$ cat src/rtl/rxring_pkg.sv
package rxring_pkg;
  localparam int CNT_W   = 16;
  localparam int LANES   = 4;
  localparam int OWN_BIT   = 31;
  localparam int IE_BIT    = 23;
  localparam int FIRST_BIT = 17;
  localparam int LAST_BIT  = 16;
  localparam int ESUM_BIT  = 15;
  localparam int TRUNC_BIT = 1;
  localparam int SERR_BIT  = 0;
  localparam logic [1:0] RA_FIRST = 2'd0;
  localparam logic [1:0] RA_CUR   = 2'd1;
  localparam logic [1:0] RA_CMD   = 2'd2;
  localparam logic [1:0] RA_CAUSE = 2'd3;
  localparam int CAUSE_W   = 3;
  localparam int CB_DONE   = 0;
  localparam int CB_RESERR = 1;
  localparam int CB_OVR    = 2;

  typedef enum logic [3:0] {
    ST_IDLE, ST_RD_CMD, ST_RD_SIZE, ST_RD_BUF, ST_RD_NEXT,
    ST_RECV, ST_WR_DATA, ST_WR_CNT, ST_WR_STAT, ST_HALT
  } seq_state_e;
endpackage

$ cat src/rtl/rxring_regs.sv
module rxring_regs
  import rxring_pkg::*;
#(
  parameter int AW = 32
) (
  input  logic               clk,
  input  logic               rst_n,
  input  logic               reg_wr,
  input  logic [1:0]         reg_addr,
  input  logic [31:0]        reg_wdata,
  output logic [31:0]        reg_rdata,
  input  logic               adv,
  input  logic [AW-1:0]      adv_ptr,
  input  logic               ev_done,
  input  logic               ev_reserr,
  input  logic               ev_ovr,
  output logic [AW-1:0]      cur_ptr,
  output logic               go,
  output logic               stop,
  output logic [CAUSE_W-1:0] cause
);
  logic [AW-1:0]      first_q, cur_q;
  logic [CAUSE_W-1:0] cause_q, cause_n;
  logic wr_first, wr_cur, wr_cmd, wr_cause;

  assign wr_first = reg_wr && (reg_addr == RA_FIRST);
  assign wr_cur   = reg_wr && (reg_addr == RA_CUR);
  assign wr_cmd   = reg_wr && (reg_addr == RA_CMD);
  assign wr_cause = reg_wr && (reg_addr == RA_CAUSE);

  assign stop = wr_cmd && reg_wdata[1];
  assign go   = wr_cmd && reg_wdata[0] && !reg_wdata[1];

  always_comb begin
    cause_n = cause_q;
    if (wr_cause && (reg_wdata == 32'd0)) cause_n = '0;
    cause_n[CB_DONE]   = cause_n[CB_DONE]   | ev_done;
    cause_n[CB_RESERR] = cause_n[CB_RESERR] | ev_reserr;
    cause_n[CB_OVR]    = cause_n[CB_OVR]    | ev_ovr;
  end

  always_ff @(posedge clk or negedge rst_n) begin
    if (!rst_n) begin
      first_q <= '0;
      cur_q   <= '0;
      cause_q <= '0;
    end else begin
      cause_q <= cause_n;
      if (wr_first) begin
        first_q <= reg_wdata[AW-1:0];
        cur_q   <= reg_wdata[AW-1:0];
      end else if (wr_cur) begin
        cur_q <= reg_wdata[AW-1:0];
      end else if (adv) begin
        cur_q <= adv_ptr;
      end
    end
  end

  always_comb begin
    unique case (reg_addr)
      RA_FIRST: reg_rdata = 32'(first_q);
      RA_CUR:   reg_rdata = 32'(cur_q);
      RA_CMD:   reg_rdata = 32'd0;
      default:  reg_rdata = 32'(cause_q);
    endcase
  end

  assign cur_ptr = cur_q;
  assign cause   = cause_q;
endmodule

$ cat src/rtl/rxring_packer.sv
module rxring_packer
  import rxring_pkg::*;
(
  input  logic             clk,
  input  logic             rst_n,
  input  logic             clr_frame,
  input  logic             clr_word,
  input  logic             take,
  input  logic [7:0]       data,
  input  logic [CNT_W-1:0] cap,
  output logic [31:0]      word,
  output logic [1:0]       lane,
  output logic [CNT_W-1:0] count,
  output logic             trunc,
  output logic             room
);
  logic [1:0]       lane_q;
  logic [CNT_W-1:0] cnt_q;
  logic             trunc_q;
  logic             store;

  assign room  = (cnt_q < cap);
  assign store = take && room;

  for (genvar g = 0; g < LANES; g++) begin : g_lane
    logic [7:0] b_q;
    always_ff @(posedge clk or negedge rst_n) begin
      if (!rst_n)                                    b_q <= '0;
      else if (clr_frame || clr_word)                b_q <= '0;
      else if (store && (lane_q == 2'(g)))           b_q <= data;
    end
    assign word[g*8 +: 8] = b_q;
  end

  always_ff @(posedge clk or negedge rst_n) begin
    if (!rst_n) begin
      lane_q  <= '0;
      cnt_q   <= '0;
      trunc_q <= 1'b0;
    end else if (clr_frame) begin
      lane_q  <= '0;
      cnt_q   <= '0;
      trunc_q <= 1'b0;
    end else if (take) begin
      if (room) begin
        lane_q <= lane_q + 2'd1;
        cnt_q  <= cnt_q + 1'b1;
      end else begin
        trunc_q <= 1'b1;
      end
    end
  end

  assign lane  = lane_q;
  assign count = cnt_q;
  assign trunc = trunc_q;
endmodule

$ cat src/rtl/rxring_seq.sv
module rxring_seq
  import rxring_pkg::*;
#(
  parameter int AW = 32
) (
  input  logic             clk,
  input  logic             rst_n,
  input  logic             go,
  input  logic             stop,
  input  logic [AW-1:0]    cur_ptr,
  output logic             mem_req,
  output logic             mem_we,
  output logic [AW-1:0]    mem_addr,
  output logic [31:0]      mem_wdata,
  input  logic             mem_gnt,
  input  logic             mem_rvalid,
  input  logic [31:0]      mem_rdata,
  input  logic             rx_valid,
  input  logic             rx_last,
  input  logic             rx_err,
  output logic             rx_ready,
  output logic             take,
  output logic             clr_frame,
  output logic             clr_word,
  output logic [CNT_W-1:0] cap,
  input  logic [31:0]      word,
  input  logic [1:0]       lane,
  input  logic [CNT_W-1:0] count,
  input  logic             trunc,
  input  logic             room,
  output logic             adv,
  output logic [AW-1:0]    adv_ptr,
  output logic             ev_done,
  output logic             ev_reserr,
  output logic             ev_ovr
);
  localparam logic [AW-1:0] OFS_SIZE = AW'(4);
  localparam logic [AW-1:0] OFS_BUF  = AW'(8);
  localparam logic [AW-1:0] OFS_NEXT = AW'(12);

  seq_state_e       state, nxt;
  logic             rd_pend, rd_stale, ie_q, serr_q, frame_end_q;
  logic [CNT_W-1:0] cap_q;
  logic [AW-1:0]    buf_q, next_q;
  logic             is_rd, is_wr, fire, rd_fire, wr_fire, got;
  logic [CNT_W-1:0] cnt_m1;
  logic [31:0]      status_w;

  assign is_rd   = (state == ST_RD_CMD) || (state == ST_RD_SIZE) ||
                   (state == ST_RD_BUF) || (state == ST_RD_NEXT);
  assign is_wr   = (state == ST_WR_DATA) || (state == ST_WR_CNT) || (state == ST_WR_STAT);
  assign rx_ready = (state == ST_RECV) || (state == ST_HALT);
  assign fire    = rx_valid && rx_ready;
  assign take    = fire && (state == ST_RECV);
  assign mem_req = (is_rd && !rd_pend && !rd_stale) || is_wr;
  assign mem_we  = is_wr;
  assign rd_fire = mem_req && !mem_we && mem_gnt;
  assign wr_fire = mem_req && mem_we && mem_gnt;
  assign got     = mem_rvalid && rd_pend && !rd_stale && is_rd;
  assign cap     = cap_q;
  assign adv_ptr = next_q;
  assign cnt_m1  = count - 1'b1;

  always_comb begin
    status_w = '0;
    status_w[FIRST_BIT] = 1'b1;
    status_w[LAST_BIT]  = 1'b1;
    status_w[IE_BIT]    = ie_q;
    status_w[ESUM_BIT]  = trunc | serr_q;
    status_w[TRUNC_BIT] = trunc;
    status_w[SERR_BIT]  = serr_q;
  end

  always_comb begin
    mem_addr  = '0;
    mem_wdata = '0;
    unique case (state)
      ST_RD_CMD:  mem_addr = cur_ptr;
      ST_RD_SIZE: mem_addr = cur_ptr + OFS_SIZE;
      ST_RD_BUF:  mem_addr = cur_ptr + OFS_BUF;
      ST_RD_NEXT: mem_addr = cur_ptr + OFS_NEXT;
      ST_WR_DATA: begin
        mem_addr  = buf_q + AW'({cnt_m1[CNT_W-1:2], 2'b00});
        mem_wdata = word;
      end
      ST_WR_CNT: begin
        mem_addr  = cur_ptr + OFS_SIZE;
        mem_wdata = {cap_q, count};
      end
      ST_WR_STAT: begin
        mem_addr  = cur_ptr;
        mem_wdata = status_w;
      end
      default: ;
    endcase
  end

  always_comb begin
    nxt       = state;
    ev_reserr = 1'b0;
    ev_done   = 1'b0;
    ev_ovr    = 1'b0;
    adv       = 1'b0;
    clr_frame = 1'b0;
    clr_word  = 1'b0;
    unique case (state)
      ST_IDLE: if (go) nxt = ST_RD_CMD;
      ST_HALT: begin
        if (fire) ev_ovr = 1'b1;
        if (go)   nxt = ST_RD_CMD;
      end
      ST_RD_CMD: if (got) begin
        if (mem_rdata[OWN_BIT]) nxt = ST_RD_SIZE;
        else begin
          nxt       = ST_HALT;
          ev_reserr = 1'b1;
        end
      end
      ST_RD_SIZE: if (got) nxt = ST_RD_BUF;
      ST_RD_BUF:  if (got) nxt = ST_RD_NEXT;
      ST_RD_NEXT: if (got) begin
        nxt       = ST_RECV;
        clr_frame = 1'b1;
      end
      ST_RECV: if (fire) begin
        if (room && (lane == 2'd3)) nxt = ST_WR_DATA;
        else if (rx_last)           nxt = (room || (lane != 2'd0)) ? ST_WR_DATA : ST_WR_CNT;
      end
      ST_WR_DATA: if (wr_fire) begin
        clr_word = 1'b1;
        nxt      = frame_end_q ? ST_WR_CNT : ST_RECV;
      end
      ST_WR_CNT: if (wr_fire) nxt = ST_WR_STAT;
      ST_WR_STAT: if (wr_fire) begin
        adv     = 1'b1;
        ev_done = ie_q;
        nxt     = ST_RD_CMD;
      end
      default: nxt = ST_IDLE;
    endcase
    if (stop) nxt = ST_IDLE;
  end

  always_ff @(posedge clk or negedge rst_n) begin
    if (!rst_n) begin
      state       <= ST_IDLE;
      rd_pend     <= 1'b0;
      rd_stale    <= 1'b0;
      ie_q        <= 1'b0;
      serr_q      <= 1'b0;
      frame_end_q <= 1'b0;
      cap_q       <= '0;
      buf_q       <= '0;
      next_q      <= '0;
    end else begin
      state <= nxt;
      if (rd_fire)         rd_pend <= 1'b1;
      else if (mem_rvalid) rd_pend <= 1'b0;
      if (stop && ((rd_pend && !mem_rvalid) || rd_fire)) rd_stale <= 1'b1;
      else if (mem_rvalid)                               rd_stale <= 1'b0;
      if (got) begin
        unique case (state)
          ST_RD_CMD:  ie_q   <= mem_rdata[IE_BIT];
          ST_RD_SIZE: cap_q  <= mem_rdata[31:16];
          ST_RD_BUF:  buf_q  <= mem_rdata[AW-1:0];
          ST_RD_NEXT: next_q <= mem_rdata[AW-1:0];
          default: ;
        endcase
      end
      if (clr_frame)           serr_q <= 1'b0;
      else if (take && rx_err) serr_q <= 1'b1;
      if (take) frame_end_q <= rx_last;
    end
  end
endmodule

$ cat src/rtl/rx_ring_engine.sv
module rx_ring_engine
  import rxring_pkg::*;
#(
  parameter int AW = 32
) (
  input  logic          clk,
  input  logic          rst_n,
  input  logic          reg_wr,
  input  logic [1:0]    reg_addr,
  input  logic [31:0]   reg_wdata,
  output logic [31:0]   reg_rdata,
  output logic          irq,
  input  logic          rx_valid,
  output logic          rx_ready,
  input  logic [7:0]    rx_data,
  input  logic          rx_last,
  input  logic          rx_err,
  output logic          mem_req,
  output logic          mem_we,
  output logic [AW-1:0] mem_addr,
  output logic [31:0]   mem_wdata,
  input  logic          mem_gnt,
  input  logic          mem_rvalid,
  input  logic [31:0]   mem_rdata
);
  logic [AW-1:0]      cur_ptr_w, adv_ptr_w;
  logic [CAUSE_W-1:0] cause_w;
  logic go_w, stop_w, adv_w, ev_done_w, ev_reserr_w, ev_ovr_w;
  logic take_w, clr_frame_w, clr_word_w, trunc_w, room_w;
  logic [CNT_W-1:0] cap_w, count_w;
  logic [31:0] word_w;
  logic [1:0]  lane_w;

  rxring_regs #(.AW(AW)) u_regs (
    .clk(clk), .rst_n(rst_n), .reg_wr(reg_wr), .reg_addr(reg_addr),
    .reg_wdata(reg_wdata), .reg_rdata(reg_rdata), .adv(adv_w), .adv_ptr(adv_ptr_w),
    .ev_done(ev_done_w), .ev_reserr(ev_reserr_w), .ev_ovr(ev_ovr_w),
    .cur_ptr(cur_ptr_w), .go(go_w), .stop(stop_w), .cause(cause_w)
  );

  rxring_packer u_pack (
    .clk(clk), .rst_n(rst_n), .clr_frame(clr_frame_w), .clr_word(clr_word_w),
    .take(take_w), .data(rx_data), .cap(cap_w), .word(word_w), .lane(lane_w),
    .count(count_w), .trunc(trunc_w), .room(room_w)
  );

  rxring_seq #(.AW(AW)) u_seq (
    .clk(clk), .rst_n(rst_n), .go(go_w), .stop(stop_w), .cur_ptr(cur_ptr_w),
    .mem_req(mem_req), .mem_we(mem_we), .mem_addr(mem_addr), .mem_wdata(mem_wdata),
    .mem_gnt(mem_gnt), .mem_rvalid(mem_rvalid), .mem_rdata(mem_rdata),
    .rx_valid(rx_valid), .rx_last(rx_last), .rx_err(rx_err), .rx_ready(rx_ready),
    .take(take_w), .clr_frame(clr_frame_w), .clr_word(clr_word_w), .cap(cap_w),
    .word(word_w), .lane(lane_w), .count(count_w), .trunc(trunc_w), .room(room_w),
    .adv(adv_w), .adv_ptr(adv_ptr_w), .ev_done(ev_done_w), .ev_reserr(ev_reserr_w),
    .ev_ovr(ev_ovr_w)
  );

  assign irq = |cause_w;
endmodule

$ cat config.mk
export PLATFORM = sky130hd
export DESIGN_NAME = rx_ring_engine
export DESIGN_NICKNAME = d
export VERILOG_FILES = /design/src/rtl/rxring_pkg.sv /design/src/rtl/rxring_regs.sv /design/src/rtl/rxring_packer.sv /design/src/rtl/rxring_seq.sv /design/src/rtl/rx_ring_engine.sv
export SDC_FILE = /design/constraint.sdc
export NUM_CORES = 1
export LEC_CHECK = 0
export ABC_AREA = 1
export BUFFER_PORTS_ARGS = -buffer_cell sky130_fd_sc_hd__buf_2
export CAP_MARGIN = 20
export CORE_ASPECT_RATIO = 1.2
export CORE_MARGIN = 2
export CORE_UTILIZATION = 40
export CTS_BUF_LIST = sky130_fd_sc_hd__clkbuf_8 sky130_fd_sc_hd__clkbuf_16
export DETAILED_ROUTE_END_ITERATION = 7
export GPL_ROUTABILITY_DRIVEN = 1
export PLACE_DENSITY = 0.62
export SYNTH_ARGS = -nofsm -noshare
export SYNTH_HDL_FRONTEND = slang
export SYNTH_SLANG_ARGS = --single-unit
$ cat constraint.sdc
create_clock -name clk -period 4.1 [get_ports clk]
set_input_delay 0.205 -clock clk [delete_from_list [all_inputs] [get_ports clk]]
set_output_delay 0.205 -clock clk [all_outputs]
set_load 0.01 [all_outputs]
==> results_dict.tcl <==
set metrics [dict create \
    run_status "finished, final reports clean" \
    first_iteration_detailed_routing_drc_count 1053 \
    r2r-start "u_pack.count[13]" \
    rsz0062_at_grt "yes" \
    grt_pass1_wl_um 75460 \
    die_height_um 203.6 \
    final_net_count 2202 \
    fp.dieArea_um2 34690 \
    synth.most_common_cell "sky130_fd_sc_hd__nand2_1" \
    dpl_worst_slack_ps 432.4 \
    power.leakage_nw 8.126 \
    max-cap-violations 0 \
    intPower_mw 5.748 \
    tritoncts_num_sinks 207 \
    starting_utilization_of_the_core_area 0.4040 \
    timing.critical_path.to "mem_addr[18]" \
    final-instance-count-excl-fill 2505 \
    setup_ws_ps 160.5 \
    synth.area.top_cells "sky130_fd_sc_hd__dfrtp_1, sky130_fd_sc_hd__nand2_1, sky130_fd_sc_hd__inv_1" \
    min-delay-path-class "in2reg" \
    combinationalPowerShare 0.464 \
    buffers_from_clock_root_to_sink_at_most 3 \
    route.detailed.drc 0 \
    critical_path_peak_fanout 5 \
    timing_max_transition_violations_final 0 \
    setup.worst_path.start_class "flop" \
    max_clock_freq_mhz 253.8 \
    ys_top_cells_by_count "sky130_fd_sc_hd__nand2_1, sky130_fd_sc_hd__inv_1, sky130_fd_sc_hd__dfrtp_1" \
    number_of_vias_in_the_routed_layout 13670 \
    synthCells 1834 \
    post_route_utilization 0.4989 \
    placementRows 73 \
    worst_skew_pair.late_latency_ps 550 \
    power.density_cell_area_nw_per_um2 647.7 \
    clk_pin_slew_ps 60 \
    dp.final_hpwl_um 37830 \
    seq_power_share 0.329 \
    cts-root-buf "sky130_fd_sc_hd__clkbuf_16" \
    relSlewSlack 0.3156 \
    critical_path.reg2reg.endpoint "u_pack.count[12]" \
    gp_routability_congestion 0.9968 \
    synth_sequential_area_ratio 0.3899 \
    clock_power_share 0.207 \
    wl_per_cell_um 19.78 \
    total_of_endpoints_with_negative_setup_slack_in_the_final_report 0 \
    r2r.worst_path.cells 9 \
    htree_num_levels 1 \
    tritoncts "done" \
    detail_route.wirelength_um 49540 \
    synth_largest_type_area_fraction 0.3899 \
    max_slew.worst_pin.slew_ps 1025 \
    worst-setup-path-type "reg2out" \
    synth.largest_area_cell "sky130_fd_sc_hd__dfrtp_1" \
    cts_inserted_buffers 25 \
    syn_to_final_growth_pct 23.48 \
    final.fill_count 3291 \
    antenna_cells 0 \
    endpoint_kind "output port" \
    number_of_global_route_vias_before_repair 13140 \
    final_period_util 0.9608 \
    tot_pwr_mw 10.62 \
    timing.setup.tns_ps 0 \
    grt_remaining_overflow 0 \
    avgViaCountPerCell 5.458 \
    final_layout_size_suffix_gt1_frac 0.1749 \
    port_buffers 181 \
    power.switching_fraction 0.4590 \
    dp.cells 2374 \
    antenna_violations_before_repair 1 \
    core_um2 32880 \
    drtPass1Iterations 6 \
    async_reset_ff_frac 1.000 \
    yosys_warnings 0 \
    worst_setup_path_startpoint "u_pack.count[1]" \
    die_width_um 170.4 \
    cp_data_arrival_time_ps 3730 \
    synthFlopType "sky130_fd_sc_hd__dfrtp_1" \
    synth_nets 1960 \
    num_io_pins 182 \
    yosys_register_bits 207 \
    vdd_drop_max_v 0.0003086 \
    fin_skew_ps 15.96 \
    syn_area_per_cell_um2 7.243 \
    largest_net_degree_at_the_start_of_global_routing 108 \
    final_antenna_net_count 0 \
    syn_area_um2 13280 \
    fin_crit_ps 3939 \
    synth_enable_flop_cells 0 \
    synth.distinct_cells 57 \
    grt_usage 0.2831 \
    p_switching_mw 4.876 \
    final_hold_viol_count 0 \
    required_ps 3890 \
    worst_r2r_setup_slack_ps 1260 \
]
critical path, cell delays in order (launching register included):
cell	delay, ps
sky130_fd_sc_hd__dfrtp_1	420
sky130_fd_sc_hd__inv_2	130
sky130_fd_sc_hd__nand3_2	100
sky130_fd_sc_hd__nor3_2	220
sky130_fd_sc_hd__nand3_1	130
sky130_fd_sc_hd__inv_1	90
sky130_fd_sc_hd__nand4_1	130
sky130_fd_sc_hd__nor2_2	180
sky130_fd_sc_hd__buf_4	140
sky130_fd_sc_hd__xor2_2	160
sky130_fd_sc_hd__ha_1	320
sky130_fd_sc_hd__a21o_1	230
sky130_fd_sc_hd__a31oi_4	170
sky130_fd_sc_hd__nor2_1	80
sky130_fd_sc_hd__nor2_1	110
sky130_fd_sc_hd__nand2_2	80
sky130_fd_sc_hd__xnor2_1	130
sky130_fd_sc_hd__o21ai_1	200
sky130_fd_sc_hd__buf_2	180
power groups by stage:
| stage | Sequential [mW] | Combinational, mW | Clock [mW] |
|---|---|---|---|
| final | 3.50 | 4.93 | 2.20 |
| after global routing | 3.57 | 5.47 | 2.32 |
| after CTS | 3.46 | 4.66 | 2.25 |
| after detailed placement | 3.49 | 4.56 | 0 |
| after global placement | 3.47 | 4.51 | 0 |
| after floorplan | 3.19 | 3.14 | 0 |
cell usage in the layout (no fill, tap or decap), drive strengths merged, types with 11 or more instances in the layout:
cell,n
a21oi,62
buf,206
clkbuf,32
dfrtp,207
dlygate4sd3,73
ha,42
inv,271
mux2,16
nand2,494
nand3,107
nand4,22
nor2,118
nor3,34
o211ai,32
o21ai,208
o221ai,11
o22ai,55
xor2,25
repair_timing:
item,4_1_cts,5_1_grt
hold endpoints to repair,221,0
gates resized for setup,7,53
pin swaps,1,17
hold buffers,73,0
setup buffers,1,13
endpoints found under the setup margin,13,22
routing by layer:
metal	global-route usage	part of all wire	vias up
li1	-	-	6551
met1	0.3549	0.41	6491
met2	0.4837	0.48	501
met3	0.03357	0.056	127
met4	0.1364	0.053	2
met5	0	0.00036	-
flip-flops by register name, indices dropped and copies added, names as in the netlist, 2 cells and up:
signal,cells
u_seq.adv_ptr,32
u_pack.lane,2
u_seq.buf_q,32
u_regs.cause,3
u_regs.cur_ptr,32
u_pack.g_lane.b_q,32
u_seq.state,4
u_seq.cap,16
u_regs.first_q,32
u_pack.count,16
stage by stage:
step	area [µm²]	hold slack (ps)
3_5_place_dp	14550	385.4
3_3_place_gp	14550	390.4
4_1_cts	16120	3.290
6_report	16400	22.05
5_1_grt	16400	40.92
2_1_floorplan	13280	-90.59
worst min-delay path by stage:
stage                       start           endpoint  cells past startpoint
floorplan                   rst_n    u_pack.count[0]                      0
global placement            rst_n  u_regs.first_q[2]                      1
detailed placement          rst_n  u_regs.first_q[6]                      1
finish                   rx_valid    u_regs.cause[2]                      3
CTS                      rx_valid    u_regs.cause[2]                      3
global route        mem_rdata[31]      u_seq.cap[15]                      3
logic make-up (layout without fill, tap and decap cells):
| family | count (synthesis) | count (layout) | share of synthesized area |
|---|---|---|---|
| AND/OR/NAND/NOR | 795 | 795 | 0.2570 |
| XOR/XNOR | 26 | 26 | 0.01714 |
| flip-flops | 207 | 207 | 0.3899 |
| AO/OA/AOI/OAI | 405 | 405 | 0.1762 |
| adder cells (fa/ha/maj) | 44 | 44 | 0.04257 |
| buffers and inverters | 336 | 595 | 0.09974 |
| multiplexers | 21 | 21 | 0.01733 |
area by class of cell:
type / instances / area (µm²) / area share
tap: 412 / 515.5 / 0.03143
inverter: 271 / 1025 / 0.06247
timing repair buffer: 280 / 1853 / 0.1130
sequential: 207 / 5182 / 0.3159
clock buffer: 31 / 708.2 / 0.04317
clock inverter: 13 / 96.34 / 0.005873
multi-input combinational: 1291 / 7023 / 0.4281
(Power assumes the default switching activity.)
